### config.mk
export PLATFORM = sky130hd
export DESIGN_NAME = tt_alu
export DESIGN_NICKNAME = d
export VERILOG_FILES = /design/src/rtl/tt_alu_pkg.sv /design/src/rtl/tt_logic_unit.sv /design/src/rtl/tt_operand_cond.sv /design/src/rtl/tt_ripple_adder.sv /design/src/rtl/tt_alu.sv
export SDC_FILE = /design/constraint.sdc
export NUM_CORES = 1
export LEC_CHECK = 0
export ABC_AREA = 1
export BUFFER_PORTS_ARGS = -buffer_cell sky130_fd_sc_hd__clkbuf_2
export CORE_MARGIN = 2
export CORE_UTILIZATION = 51
export DETAILED_ROUTE_END_ITERATION = 10
export PLACE_DENSITY = 0.85
export SLEW_MARGIN = 20
export SYNTH_ARGS = -nofsm -noshare
export SYNTH_HDL_FRONTEND = slang
export SYNTH_SLANG_ARGS = --single-unit
### constraint.sdc
create_clock -name vclk -period 9.2
set_input_delay 1.84 -clock vclk [all_inputs]
set_output_delay 1.84 -clock vclk [all_outputs]
set_load 0.05 [all_outputs]
### src/rtl/tt_alu_pkg.sv
package tt_alu_pkg;
  localparam int OP_W   = 5;
  localparam int CODE_W = 4;

  typedef enum logic [CODE_W-1:0] {
    AR_ADD  = 4'd0,
    AR_ADC  = 4'd1,
    AR_SUB  = 4'd2,
    AR_SBB  = 4'd3,
    AR_RSB  = 4'd4,
    AR_RSBB = 4'd5,
    AR_NEGA = 4'd6,
    AR_NEGB = 4'd7,
    AR_INCA = 4'd8,
    AR_INCB = 4'd9,
    AR_DECA = 4'd10,
    AR_DECB = 4'd11
  } arith_op_e;
endpackage

### src/rtl/tt_logic_unit.sv
module tt_logic_unit #(
  parameter int N = 8
) (
  input  logic [N-1:0] a_i,
  input  logic [N-1:0] b_i,
  input  logic [3:0]   code_i,
  output logic [N-1:0] res_o
);
  for (genvar i = 0; i < N; i++) begin : g_bit
    // operand bits form the select; the code supplies the truth table
    assign res_o[i] = code_i[{a_i[i], b_i[i]}];
  end
endmodule

### src/rtl/tt_operand_cond.sv
module tt_operand_cond
  import tt_alu_pkg::*;
#(
  parameter int N = 8
) (
  input  logic [N-1:0]      a_i,
  input  logic [N-1:0]      b_i,
  input  logic              cin_i,
  input  logic [CODE_W-1:0] opc_i,
  output logic [N-1:0]      x_o,
  output logic [N-1:0]      y_o,
  output logic              c_o
);
  always_comb begin
    x_o = '0;
    y_o = '0;
    c_o = 1'b0;
    case (opc_i)
      AR_ADD:  begin x_o = a_i; y_o = b_i; end
      AR_ADC:  begin x_o = a_i; y_o = b_i;  c_o = cin_i;  end
      AR_SUB:  begin x_o = a_i; y_o = ~b_i; c_o = 1'b1;   end
      AR_SBB:  begin x_o = a_i; y_o = ~b_i; c_o = ~cin_i; end
      AR_RSB:  begin x_o = b_i; y_o = ~a_i; c_o = 1'b1;   end
      AR_RSBB: begin x_o = b_i; y_o = ~a_i; c_o = ~cin_i; end
      AR_NEGA: begin y_o = ~a_i; c_o = 1'b1; end
      AR_NEGB: begin y_o = ~b_i; c_o = 1'b1; end
      AR_INCA: begin x_o = a_i; c_o = 1'b1; end
      AR_INCB: begin x_o = b_i; c_o = 1'b1; end
      AR_DECA: begin x_o = a_i; y_o = '1; end
      AR_DECB: begin x_o = b_i; y_o = '1; end
      default: ;  // unused opcodes: 0 + 0 + 0
    endcase
  end
endmodule

### src/rtl/tt_ripple_adder.sv
module tt_ripple_adder #(
  parameter int N = 8
) (
  input  logic [N-1:0] x_i,
  input  logic [N-1:0] y_i,
  input  logic         c_i,
  output logic [N-1:0] sum_o,
  output logic         cout_o,
  output logic         cmsb_o
);
  logic [N:0] cy;
  assign cy[0] = c_i;

  for (genvar i = 0; i < N; i++) begin : g_fa
    assign sum_o[i] = x_i[i] ^ y_i[i] ^ cy[i];
    assign cy[i+1]  = (x_i[i] & y_i[i]) | (x_i[i] & cy[i]) | (y_i[i] & cy[i]);
  end

  assign cout_o = cy[N];
  assign cmsb_o = cy[N-1];
endmodule

### src/rtl/tt_alu.sv
module tt_alu
  import tt_alu_pkg::*;
#(
  parameter int N = 8
) (
  input  logic [N-1:0]    a_i,
  input  logic [N-1:0]    b_i,
  input  logic            cin_i,
  input  logic [OP_W-1:0] op_i,
  output logic [N-1:0]    res_o,
  output logic            cout_o,
  output logic            zero_o,
  output logic            neg_o,
  output logic            ovf_o
);
  localparam int SEL_BIT = OP_W - 1;

  logic [N-1:0] logic_res, x, y, sum;
  logic         c_in, c_out, c_msb, is_arith;

  assign is_arith = op_i[SEL_BIT];

  tt_logic_unit #(.N(N)) u_logic (
    .a_i(a_i), .b_i(b_i), .code_i(op_i[CODE_W-1:0]), .res_o(logic_res)
  );

  tt_operand_cond #(.N(N)) u_cond (
    .a_i(a_i), .b_i(b_i), .cin_i(cin_i), .opc_i(op_i[CODE_W-1:0]),
    .x_o(x), .y_o(y), .c_o(c_in)
  );

  tt_ripple_adder #(.N(N)) u_add (
    .x_i(x), .y_i(y), .c_i(c_in), .sum_o(sum), .cout_o(c_out), .cmsb_o(c_msb)
  );

  assign res_o  = is_arith ? sum : logic_res;
  assign cout_o = is_arith & c_out;
  assign ovf_o  = is_arith & (c_out ^ c_msb);
  assign zero_o = ~|res_o;
  assign neg_o  = res_o[N-1];
endmodule

* After elaboration in Yosys (flattened, before gate mapping)
Index checks and enable logic that the tools add are counted.
** Storage, ports and cells
- Flip-flop bits (word level) :: 0
- Output and inout bits :: 12
- Word-level logic and storage cells :: 112
** Operators by class
- Order comparisons :: 8
- Eq/ne operators :: 11
- Multiplexer cells :: 20
- Bitwise operators :: 62
- Reductions and logical operators :: 11
** Operators by type and width (number)
- $pmux 8 s4 :: 1
- $and 1x1->1 :: 26
- $lt 2x3->1 const B :: 8
- $xor 1x1->1 :: 17
- $bmux 1 s2 :: 8
- $eq 4x3->1 const B :: 4
- $eq 4x4->1 const B :: 4
- $not 8->8 :: 2
- $or 1x1->1 :: 16
- $pmux 8 s2 :: 1
- $reduce_or 6->1 :: 2
- $eq 4x2->1 const B :: 2
- $mux 1 :: 8
- $mux 8 :: 1
- $reduce_or 8->1 :: 1
- $reduce_or 2->1 :: 3
- $reduce_or 3->1 :: 2
- $eq 4x1->1 const B :: 1
- $logic_not 4->1 :: 1
- $reduce_or 4->1 :: 1
- $pmux 1 s3 :: 1
- $logic_not 1->1 :: 1
- $not 1->1 :: 1

* Depth between registers and ports, before layout
Gate-level depths: netlist (run 1).
- Depth after elaboration :: 29
- Gate-level depth with buffers :: 23
- Depth with buffers taken out :: 22

* Cells and area by module
From an unflattened synthesis (run 1), not the netlist that was laid out.
** Unflattened totals
- Cells, all modules :: 228
- Area, all modules :: 1128.6 sq um
** By module, submodules not included
- tt_operand_cond :: instances 1, cells each 96, area an instance 449.2 sq um, sequential area each 0.0 sq um
- tt_logic_unit :: instances 1, cells each 76, area an instance 305.3 sq um, sequential area each 0.0 sq um
- tt_ripple_adder :: instances 1, cells each 18, area an instance 197.7 sq um, sequential area each 0.0 sq um
- tt_alu :: instances 1, cells each 38, area an instance 176.4 sq um, sequential area each 0.0 sq um

* Worst setup path before layout (run 1)
No wires, ideal clock.
- Path kind :: input to output
- Start :: in op_i[0]
- End :: out zero_o
- Data arrival time :: 6.497 ns
- Slack :: 0.863 ns
- Cell stages on the path :: 20
- Buffers on the path :: 1
- Cells stage by stage :: inv_1 buf_2 o21ai_2 o22ai_1 fa_1 inv_1 fa_1 inv_1 fa_1 fa_1 fa_1 fa_1 fa_1 inv_1 fa_1 or2_2 nand2_1 nor2_1 nand2_1 nor2_1
** On the way
- Cells in the longest elaborated chain, start to end :: 28
- Elaborated cells on any way between the ends :: 93
- Classes of those cells :: eq/ne (11); mux (20); bitwise (51); reduce/logical (11)
** Ends and longest elaborated chain
- start, declared :: RTL line tt_alu.sv:9 : input logic [OP_W-1:0] op_i,
- $eq 4x2->1, or another cell as far along :: RTL line tt_operand_cond.sv:18 : case (opc_i)
- $reduce_or 6->1 (no line), or another cell as far along
- $pmux 1 s3, or another cell as far along :: RTL line tt_operand_cond.sv:18
- $and 1x1->1 :: RTL line tt_ripple_adder.sv:16 : assign cy[i+1] = (x_i[i] & y_i[i]) | (x_i[i] & cy[i]) | (y_i[i] & cy[i]);
- $or 1x1->1 (2 in series) :: RTL line tt_ripple_adder.sv:16
- $and 1x1->1 :: RTL line tt_ripple_adder.sv:16
- $or 1x1->1 (2 in series) :: RTL line tt_ripple_adder.sv:16
- $and 1x1->1 :: RTL line tt_ripple_adder.sv:16
- (+9 left out)
- $or 1x1->1 (2 in series) :: RTL line tt_ripple_adder.sv:16
- $and 1x1->1 :: RTL line tt_ripple_adder.sv:16
- $or 1x1->1 (2 in series) :: RTL line tt_ripple_adder.sv:16
- $xor 1x1->1 :: RTL line tt_ripple_adder.sv:15 : assign sum_o[i] = x_i[i] ^ y_i[i] ^ cy[i];
- $mux 8 * :: RTL line tt_alu.sv:36 : assign res_o = is_arith ? sum : logic_res;
- net neg_o :: RTL line tt_alu.sv:13 : output logic neg_o,
- $reduce_or 8->1 * :: RTL line tt_alu.sv:39 : assign zero_o = ~|res_o;
- $logic_not 1->1 * :: RTL line tt_alu.sv:39
- end, declared :: RTL line tt_alu.sv:12 : output logic zero_o,
The timed path passes the listed nets; every way through them passes the cells marked *. The select of a mux whose other input is x is not followed.

* Final worst setup path (run 1)
- Start :: in op_i[1]
- End :: out zero_o
** On the way
- Cells in the longest elaborated chain, start to end :: 28
- Elaborated cells on any way between the ends :: 93
- Classes of those cells :: eq/ne (11); mux (20); bitwise (51); reduce/logical (11)
** Ends and longest elaborated chain (RTL line)
- $eq 4x2->1, or another cell as far along :: tt_operand_cond.sv:18
- $reduce_or 6->1 (no line), or another cell as far along
- $pmux 1 s3, or another cell as far along :: tt_operand_cond.sv:18
- $and 1x1->1 :: tt_ripple_adder.sv:16
- $or 1x1->1 (2 in series) :: tt_ripple_adder.sv:16
- $and 1x1->1 :: tt_ripple_adder.sv:16
- $or 1x1->1 (2 in series) :: tt_ripple_adder.sv:16
- $and 1x1->1 :: tt_ripple_adder.sv:16
- (+8 left out)
- $and 1x1->1 :: tt_ripple_adder.sv:16
- $or 1x1->1 (2 in series) :: tt_ripple_adder.sv:16
- $and 1x1->1 :: tt_ripple_adder.sv:16
- $or 1x1->1 (2 in series) :: tt_ripple_adder.sv:16
- $xor 1x1->1 :: tt_ripple_adder.sv:15
- $mux 8 * :: tt_alu.sv:36
- $reduce_or 8->1 * :: tt_alu.sv:39
- $logic_not 1->1 * :: tt_alu.sv:39
Mark *: on every way between the ends. The rest lies on a longest branch, timed or not. The select of a mux whose other input is x is not followed.

==> results of run 1 <==
[cells in the mapped netlist, drive strengths merged]
cell     count  area share [%]
a211oi       1            0.74
a21oi        5             2.5
a221oi       2             3.0
a31oi        1            0.62
buf          6             5.1
clkinv       1            0.37
fa           8              16
inv         33              12
nand2       73              29
nand3       18             8.9
nor2         9             4.3
o2111ai      3             2.6
o21ai        4             2.4
o221ai       4             3.5
o22ai        8             5.0
o31ai        1            0.74
or2          2             1.2
xor2         2             1.7
[critical path, delay by kind of cell]
family,cells,cell delay [ns]
AO/OA/AOI/OAI,2,0.29
adder cells (fa/ha/maj),8,2.92
buffers and inverters,7,0.86
AND/OR/NAND/NOR,6,0.71
[per-stage QoR]
step                      cells  util [%]  hold WS, ns  power (mW)  cell area [um^2]
after global routing        236     60.42        4.230      0.1160              1161
after global placement      236     60.42        4.188      0.1039              1161
final                       236     60.42        4.187      0.1046              1161
after CTS                   236     60.42        4.185      0.1046              1161
after floorplan             181         -        3.969     0.08225              1008
after detailed placement    236     60.42        4.184      0.1044              1161
[layout make-up]
cell class         count  area [um^2]  share of cell area, %
well taps             27        33.78                  2.909
multi-input cells    141        829.5                  71.44
inverters             34        127.6                  10.99
repair buffers        34        170.2                  14.66
[metal layers]
| metal | part of all wire, % | vias to the layer above | routed length, um |
|---|---|---|---|
| met5 | 0 | - | 0 |
| met4 | 0 | 0 | 0 |
| met3 | 5.1 | 0 | 135 |
| met2 | 50 | 44 | 1323 |
| met1 | 44 | 554 | 1169 |
| li1 | - | 640 | - |
[cells by family after synthesis]
kind of cell	Yosys count	share of synthesized area, %
xor gates and xnor gates	2	1.737
adders and majority gates	8	15.88
and+or+nand+nor	102	43.67
AOI/OAI and AO/OA	29	20.97
buffers and inverters	40	17.74
[final timing paths]
path | from | to | slack (ns) | cells after the start
worst min-delay path | op_i[4] | res_o[3] | 4.19 | 4
worst max-delay path | op_i[1] | zero_o | 0.71 | 23
[placed cells by master, fill, tap and decap left out]
| cell | count |
|---|---|
| o221ai_1 | 4 |
| nand2_1 | 69 |
| a31oi_1 | 1 |
| a211oi_1 | 1 |
| or2_2 | 2 |
| a21oi_1 | 5 |
| inv_2 | 5 |
| nand3_1 | 18 |
| nor2_4 | 1 |
| o21ai_2 | 1 |
| clkinv_1 | 1 |
| nand2_2 | 2 |
| fa_1 | 8 |
| a221oi_2 | 2 |
| clkbuf_2 | 34 |
| nand2_4 | 2 |
| nor2_2 | 1 |
| o31ai_1 | 1 |
| inv_1 | 28 |
| xor2_1 | 2 |
| o22ai_1 | 8 |
| o21ai_0 | 3 |
| o2111ai_1 | 3 |
| nor2_1 | 7 |
[power by group through the flow]
stage	Combinational [mW]	Sequential, mW	Clock, mW
5_1_grt	0.116	0	0
4_1_cts	0.105	0	0
2_1_floorplan	0.0822	0	0
3_5_place_dp	0.104	0	0
6_report	0.105	0	0
3_3_place_gp	0.104	0	0
==> results.md, run 1 <==
* Final setup viols at 0
* Met2 usage at 43.52%
* Drt first pass iters at 4
* Critical Path Sink Type: primary output
* Most used cell along the critical path: fa_1
* Worst vdd ir at 0.00005442 V
* GR peak layer: met2
* Max Clk Rate at 0.1178 GHz
* Seq cells at 0
* I/O Pins at 34
* FF+latch area at 0 um^2
* Warning count from the yosys run at 0
* Worst EP required at 7.36 ns
* DR WL/cell at ~11 um
* Post-Synthesis Cells at 181
* Distinct cells, synth at 26
* Total number of vias at 1238
* Grt ovf at 0
* DIE WIDTH at 48.47 um
* Unrepaired setup endpoints after global routing: false
* Final antenna-violating net count at 0
* Critical-path cell list: clkbuf_2, inv_2, nand2_2, inv_1, a21oi_1, o221ai_1, fa_1, inv_1, fa_1, inv_1, fa_1, fa_1, fa_1, fa_1, fa_1, inv_1, fa_1, or2_2, nand2_1, nor2_1, nand2_1, nor2_1, clkbuf_2
* DRT iter0 DRCs at 31
* Combinational share of power at 100.0%
* Dpl ws at between 0.7 and 0.8 ns
* Vias/cell at 5.246
* Core Area at 1922 um^2
* Seq/Total Area, Yosys at 0%
* Mapped cell area at 1008 um^2
* Die Ht at 48.47 um
* CP Launch Type: input port
* Worst hold path type: in2out
* Sequential share of power at 0%
* Sw Share at 71.22%
* DR DRC count at 0
* CP Max Fanout at 12
* Power Dens Cells at ~90 nW/um^2
* Post-DP HPWL at 2.129 mm
* Port bufs at 34
* Fill cells at slightly below 200
* Drt total wl at 2.628 mm
* Clk pwr share at 0%
* Avg Cell Area, Syn at 5.572 um^2
* GRT Total Usage at a little under a quarter
* Ant diodes at 0
* Max-slew violations at 0
* Fin. Hold Viols at 0
* Clkbuf count at 0
* Routability cong. at 0.9153
* Net Count, Synth at approximately 210
* Least-Margin Pin Slew at about 0.38 ns
* WP data arrival at ~6.7 ns
* Slowest CP cell: fa_1
* Status: finished, final reports clean
* Largest net degree at the start of global routing at 14
* Worst stage delay on the critical path at between 0.4 and 0.5 ns
* Met3 GRT Util at 0%
* Met1 usage at 30.21%
* Slew HR at between 70 and 80%
* Final #Nets at around 240
* Pint at around 0.030 mW
* Setup TNS at 0 ns
* Initial antenna violation count at 0
* Post-cts resize count at 0
* Class of the most critical setup path: in2out
* FP Rows at 16
* Psw at 0.07452 mW
* Setup repair bufs after CTS at 0
* Final worst path period share at 92.29%
* Share of post-route cells with drive strength above 1 at about a quarter
* Final worst-path setup slack at 0.7089 ns
* Hold-fix buffers, CTS at 0
* Minimum clock period at 8.491 ns
* Initial Util at a little over half
* Area grow syn2layout at 15.14%
* Die ar. at 2349 um^2
* Global-route wire length before repair at 4.429 mm
* Static Leak at ~0.69 nW
* Vias in the first global route at 1069
* Max-cap violations at 0
No activity file was read; power rests on OpenSTA's default activity.
==> run 2, diff against run 1 <==
==> constraint.sdc (replaced) <==
create_clock -name vclk -period 9.2
set_input_delay 2.76 -clock vclk [all_inputs]
set_output_delay 2.76 -clock vclk [all_outputs]
set_load 0.05 [all_outputs]
==> results.md, run 2 (synthesized netlist as in run 1, its figures left out) <==
* Setup TNS at -1.949 ns (-1.949 ns)
* Metal1 wirelength at 1.649 mm (+41%)
* Die Ht at 48.47 um (unchanged)
* CP startpoint: op_i[1]
* Most used cell along the critical path: fa_2
* Routability cong. at 0.9960 (+8.8%)
* Class of the most critical setup path: in2out
* Final #Nets at 271 (+12%)
* Most common cell after layout, fill and taps aside: nand2_1
* Most frequent cells in the layout: nand2_1, buf_4, clkbuf_2
* Final worst path period share at 106.6% (+14 points)
* Grt ovf at 0 (unchanged)
* Fin. Hold Viols at 0 (unchanged)
* Hold Startpoint: op_i[4]
* Worst stage delay on the critical path at 0.40 ns (-0.02 ns)
* FP Rows at 16 (unchanged)
* DRT iter0 DRCs at 118 (+280%)
* CP Launch Type: input port
* Share of post-route cells with drive strength above 1 at 42.26% (+18 points)
* Initial Util at 52.47% (unchanged)
* Placed cells at 264 (+12%)
* Fin area at 1620 um^2 (+40%)
* Post-DP HPWL at 3.005 mm (+41%)
* Static Leak at 0.8774 nW (+27%)
* Worst EP required at 6.44 ns (-0.92 ns)
* GRT Total Usage at 41.64% (+19 points)
* DR WL/cell at 18.66 um (+68%)
* Minimum clock period at 9.804 ns (+1.313 ns)
* Largest net degree at the start of global routing at 13 (-1)
* Vias/cell at 6.444 (+23%)
* Unrepaired setup endpoints after global routing: true
* Least-Margin Pin Slew at 0.3973 ns (+0.01937 ns)
* Pint at 0.06011 mW (+100%)
* Sw Share at 61.38% (-9.8 points)
* Max Clk Rate at 0.1020 GHz (-13%)
* Psw at 0.09554 mW (+28%)
* Port bufs at 34 (unchanged)
* Ant diodes at 0 (unchanged)
* Die ar. at 2349 um^2 (unchanged)
* Total number of vias at 1714 (+38%)
* Combinational share of power at 100.0% (about the same)
* Area grow syn2layout at 60.67%
* Status: complete, but fails checks
* Critical Path Sink Type: primary output
* Worst vdd ir at 0.00008099 V (+49%)
* Slowest CP cell: fa_1
* Drt total wl at 4.964 mm (+89%)
* DR DRC count at 0 (unchanged)
* Sequential share of power at 0% (unchanged)
* Max-cap violations at 0 (unchanged)
* FF+latch area at 0 um^2 (unchanged)
* Clk pwr share at 0% (unchanged)
* Placed cell area at 1434 um^2 (+23%)
* PnR Total Power at 0.1556 mW (+49%)
* Global-route wire length before repair at 7.596 mm (+72%)
* DIE WIDTH at 48.47 um (unchanged)
* Critical-path cell list: buf_12, xor2_4, o2111ai_2, nand2_2, fa_2, inv_2, fa_2, inv_2, fa_2, fa_2, fa_2, fa_2, fa_2, inv_2, fa_1, or2_4, nand2_8, nor2_1, nand2_1, nor2_4, buf_8
* Max-slew violations at 0 (unchanged)
* Area of the multi-input gates at 943.4 um^2 (+14%)
* Core Area at 1922 um^2 (unchanged)
* Dpl ws at -0.6206 ns (-1.347 ns)
* CP Max Fanout at 6 (-6)
* Top sig layer: met4
* Layout Cells excl Fill at 266 (+13%)
* Final antenna-violating net count at 0 (unchanged)
* Worst hold path type: in2out
* Met3 WL at 472 um (+250%)
* Clkbuf count at 0 (unchanged)
* Fill cells at 121 (-38%)
* Power Dens Cells at 96.06 nW/um^2 (+6.6%)
* WP data arrival at 7.04 ns (+0.39 ns)
* Final worst-path setup slack at -0.6045 ns (-1.313 ns)
* Final setup viols at 5 (+5)
* Vias in the first global route at 1571 (+47%)
* Seq cells at 0 (unchanged)
* Slew HR at 73.49% (-1.3 points)
* Initial antenna violation count at 0 (unchanged)
* I/O Pins at 34 (unchanged)
* Failing checks: negative setup slack
* WL met2 at 2.376 mm (+80%)
* Drt first pass iters at 7 (+3)
* Hold path depth at 4 (unchanged)
[run 2: changes by cell type in the layout (fill, tap and decap cells not counted), moves of 2 or more]
cell,change
buf_4,+29
clkbuf_2,-10
fa_1,-7
fa_2,+7
inv_1,-5
buf_6,+3
buf_8,+3
inv_4,+3
nand2_1,-3
clkbuf_16,+2
inv_2,+2
[run 2: metrics by stage]
step	util [%]	hold slack, ns
after floorplan	-	5.800
after global placement	74.61	6.032
after detailed placement	74.61	6.045
after CTS	79.75	6.047
after global routing	84.31	6.095
final	84.31	6.065
[run 2: worst max-delay path: cells and delay by family]
family,cells,cell delay (ns)
xor+xnor,1,0.18
compound gates,1,0.22
simple gates,6,0.67
buf+inv,5,0.45
fa+ha+maj,8,2.76
[run 2: cell type report]
cell class         count  share of cell area, %
multi-input cells    141                  58.22
inverters             34                  8.340
repair buffers        64                  31.35
well taps             27                  2.085
[run 2: timing repair]
action,CTS,global route
gates resized for setup,18,28
pin swaps,2,5
endpoints found under the setup margin,5,6
hold buffers,0,0
gates cloned,0,0
setup buffers,0,2
[run 2: path summary, 6_finish.rpt]
kind,endpoint
min,res_o[3]
max,zero_o
[run 2: power by group through the flow]
| stage | registers [mW] | clock network [mW] | logic [mW] |
|---|---|---|---|
| global route | 0 | 0 | 0.164 |
| CTS | 0 | 0 | 0.137 |
| detailed placement | 0 | 0 | 0.126 |
| finish | 0 | 0 | 0.156 |
| global placement | 0 | 0 | 0.121 |
| floorplan | 0 | 0 | 0.0903 |
[run 2: metal layers]
metal	track usage (%)	vias to the layer above
met5	0	-
li1	-	707
met2	76.39	177
met3	5.247	66
met1	48.05	764
met4	19.05	0
==> run 3, diff against run 2 <==
- RECOVER_POWER: not set -> 100
==> results.md, run 3 (synthesized netlist as in run 1, its figures left out) <==
* Sw Share at 61.84% (+0.46 points)
* Fin util at 83.98% (-0.33 points)
* CP Max Fanout at 6 (unchanged)
* Status: complete, but fails checks
* Port bufs at 34 (unchanged)
* Most used cell along the critical path: fa_2
* DR WL/cell at 18.64 um (-0.14%)
* Max Clk Rate at 0.1018 GHz (-0.15%)
* Dpl ws at -0.6206 ns (unchanged)
* Minimum clock period at 9.819 ns (+0.01471 ns)
* Initial antenna violation count at 0 (unchanged)
* DRT iter0 DRCs at 119 (+0.85%)
* Clk pwr share at 0% (unchanged)
* Vias in the first global route at 1571 (unchanged)
* Placed cell area at 1434 um^2 (unchanged)
* Failing checks: negative setup slack
* Worst stage delay on the critical path at 0.40 ns (about the same)
* Global-route wire length before repair at 7.596 mm (unchanged)
* Final setup viols at 5 (unchanged)
* Least-Margin Pin Slew at 0.5930 ns (+0.1957 ns)
* Slowest CP cell: fa_1
* Worst vdd ir at 0.00007919 V (-2.2%)
* Final worst path period share at 106.7% (+0.16 points)
* Psw at 0.09569 mW (+0.16%)
* Class of the most critical setup path: in2out
* Drt first pass iters at 6 (-1)
* Share of post-route cells with drive strength above 1 at 40.17% (-2.1 points)
* Max-cap violations at 0 (unchanged)
* Unrepaired setup endpoints after global routing: true
* Seq cells at 0 (unchanged)
* Most common cell after layout, fill and taps aside: nand2_1
* Fin area at 1614 um^2 (-0.39%)
* GRT Total Usage at 41.64% (unchanged)
* Total number of vias at 1690 (-1.4%)
* Power Dens Cells at 95.87 nW/um^2 (-0.21%)
* Routability cong. at 0.9960 (unchanged)
* Core Area at 1922 um^2 (unchanged)
* Drt total wl at 4.957 mm (-0.14%)
* Die ar. at 2349 um^2 (unchanged)
* Initial Util at 52.47% (unchanged)
* DIE WIDTH at 48.47 um (unchanged)
* Slew HR at 60.64% (-13 points)
* Pint at 0.05904 mW (-1.8%)
* FP Rows at 16 (unchanged)
* Final #Nets at 271 (unchanged)
* I/O Pins at 34 (unchanged)
* Combinational share of power at 100.0% (about the same)
* FF+latch area at 0 um^2 (unchanged)
* Final antenna-violating net count at 0 (unchanged)
* Fin. Hold Viols at 0 (unchanged)
* Area grow syn2layout at 60.05%
* Critical Path Sink Type: primary output
* Worst EP required at 6.44 ns (about the same)
* Area of the multi-input gates at 943.4 um^2 (unchanged)
* Static Leak at 0.8623 nW (-1.7%)
* Clkbuf count at 0 (unchanged)
* CP Launch Type: input port
* Most frequent cells in the layout: nand2_1, buf_4, inv_1
* Fill cells at 123 (+1.7%)
* Final worst-path setup slack at -0.6192 ns (-0.01471 ns)
* Sequential share of power at 0% (unchanged)
* Grt ovf at 0 (unchanged)
* Critical-path cell list: buf_12, xor2_4, o2111ai_2, nand2_2, fa_2, inv_2, fa_2, inv_2, fa_2, fa_2, fa_2, fa_2, fa_2, inv_2, fa_1, or2_4, nand2_8, nor2_1, nand2_1, nor2_4, buf_8
* Die Ht at 48.47 um (unchanged)
* Post-DP HPWL at 3.005 mm (unchanged)
* Max-slew violations at 0 (unchanged)
* Worst hold path type: in2out
* WP data arrival at 7.06 ns (+0.02 ns)
* Vias/cell at 6.353 (-1.4%)
* Ant diodes at 0 (unchanged)
* Largest net degree at the start of global routing at 13 (unchanged)
* DR DRC count at 0 (unchanged)
-- run 3: area by class of cell --
class / count / share of cell area [%]
multi-input cells: 141 / 58.45
repair buffers: 64 / 31.09
well taps: 27 / 2.093
inverters: 34 / 8.372
-- run 3: path summary, 6_finish.rpt --
path	from	end	slack, ns	cells after the start
setup / recovery	op_i[1]	zero_o	-0.62	21
hold / removal	op_i[4]	res_o[5]	6.08	4
-- run 3: per-stage QoR --
stage	power (mW)	cells	setup TNS [ns]	hold slack, ns
floorplan	0.09028	181	-0.5137	5.800
global placement	0.1215	264	-1.324	6.032
detailed placement	0.1259	264	-1.898	6.045
CTS	0.1365	264	-1.273	6.047
global route	0.1626	266	-2.364	6.108
finish	0.1547	266	-2.021	6.081
-- run 3: power groups by stage --
| stage | sequential (mW) | combinational [mW] | clock [mW] |
|---|---|---|---|
| after global routing | 0 | 0.163 | 0 |
| final | 0 | 0.155 | 0 |
| after CTS | 0 | 0.137 | 0 |
| after detailed placement | 0 | 0.126 | 0 |
| after floorplan | 0 | 0.0903 | 0 |
| after global placement | 0 | 0.121 | 0 |
-- run 3: routing by layer --
metal | wire length, um | share of wire, % | global-route usage [%] | up-vias
li1 | - | - | - | 707
met1 | 1630 | 33 | 48.05 | 749
met3 | 471 | 9.5 | 5.247 | 66
met5 | 0 | 0 | 0 | -
met4 | 449 | 9.1 | 19.05 | 0
met2 | 2406 | 49 | 76.39 | 168
-- run 3: worst max-delay path, delay by kind of cell --
kind / cells / cell delay [ns]
fa+ha+maj: 8 / 2.76
simple gates: 6 / 0.67
buf+inv: 5 / 0.45
compound gates: 1 / 0.22
xor+xnor: 1 / 0.18
-- run 3: repair_timing --
action / 4_1_cts / 5_1_grt
endpoints found under the setup margin: 5 / 6
resized for setup: 18 / 28
buffers inserted: 0 / 2
pin swaps: 2 / 5
hold buffers: 0 / 0
gates cloned: 0 / 0
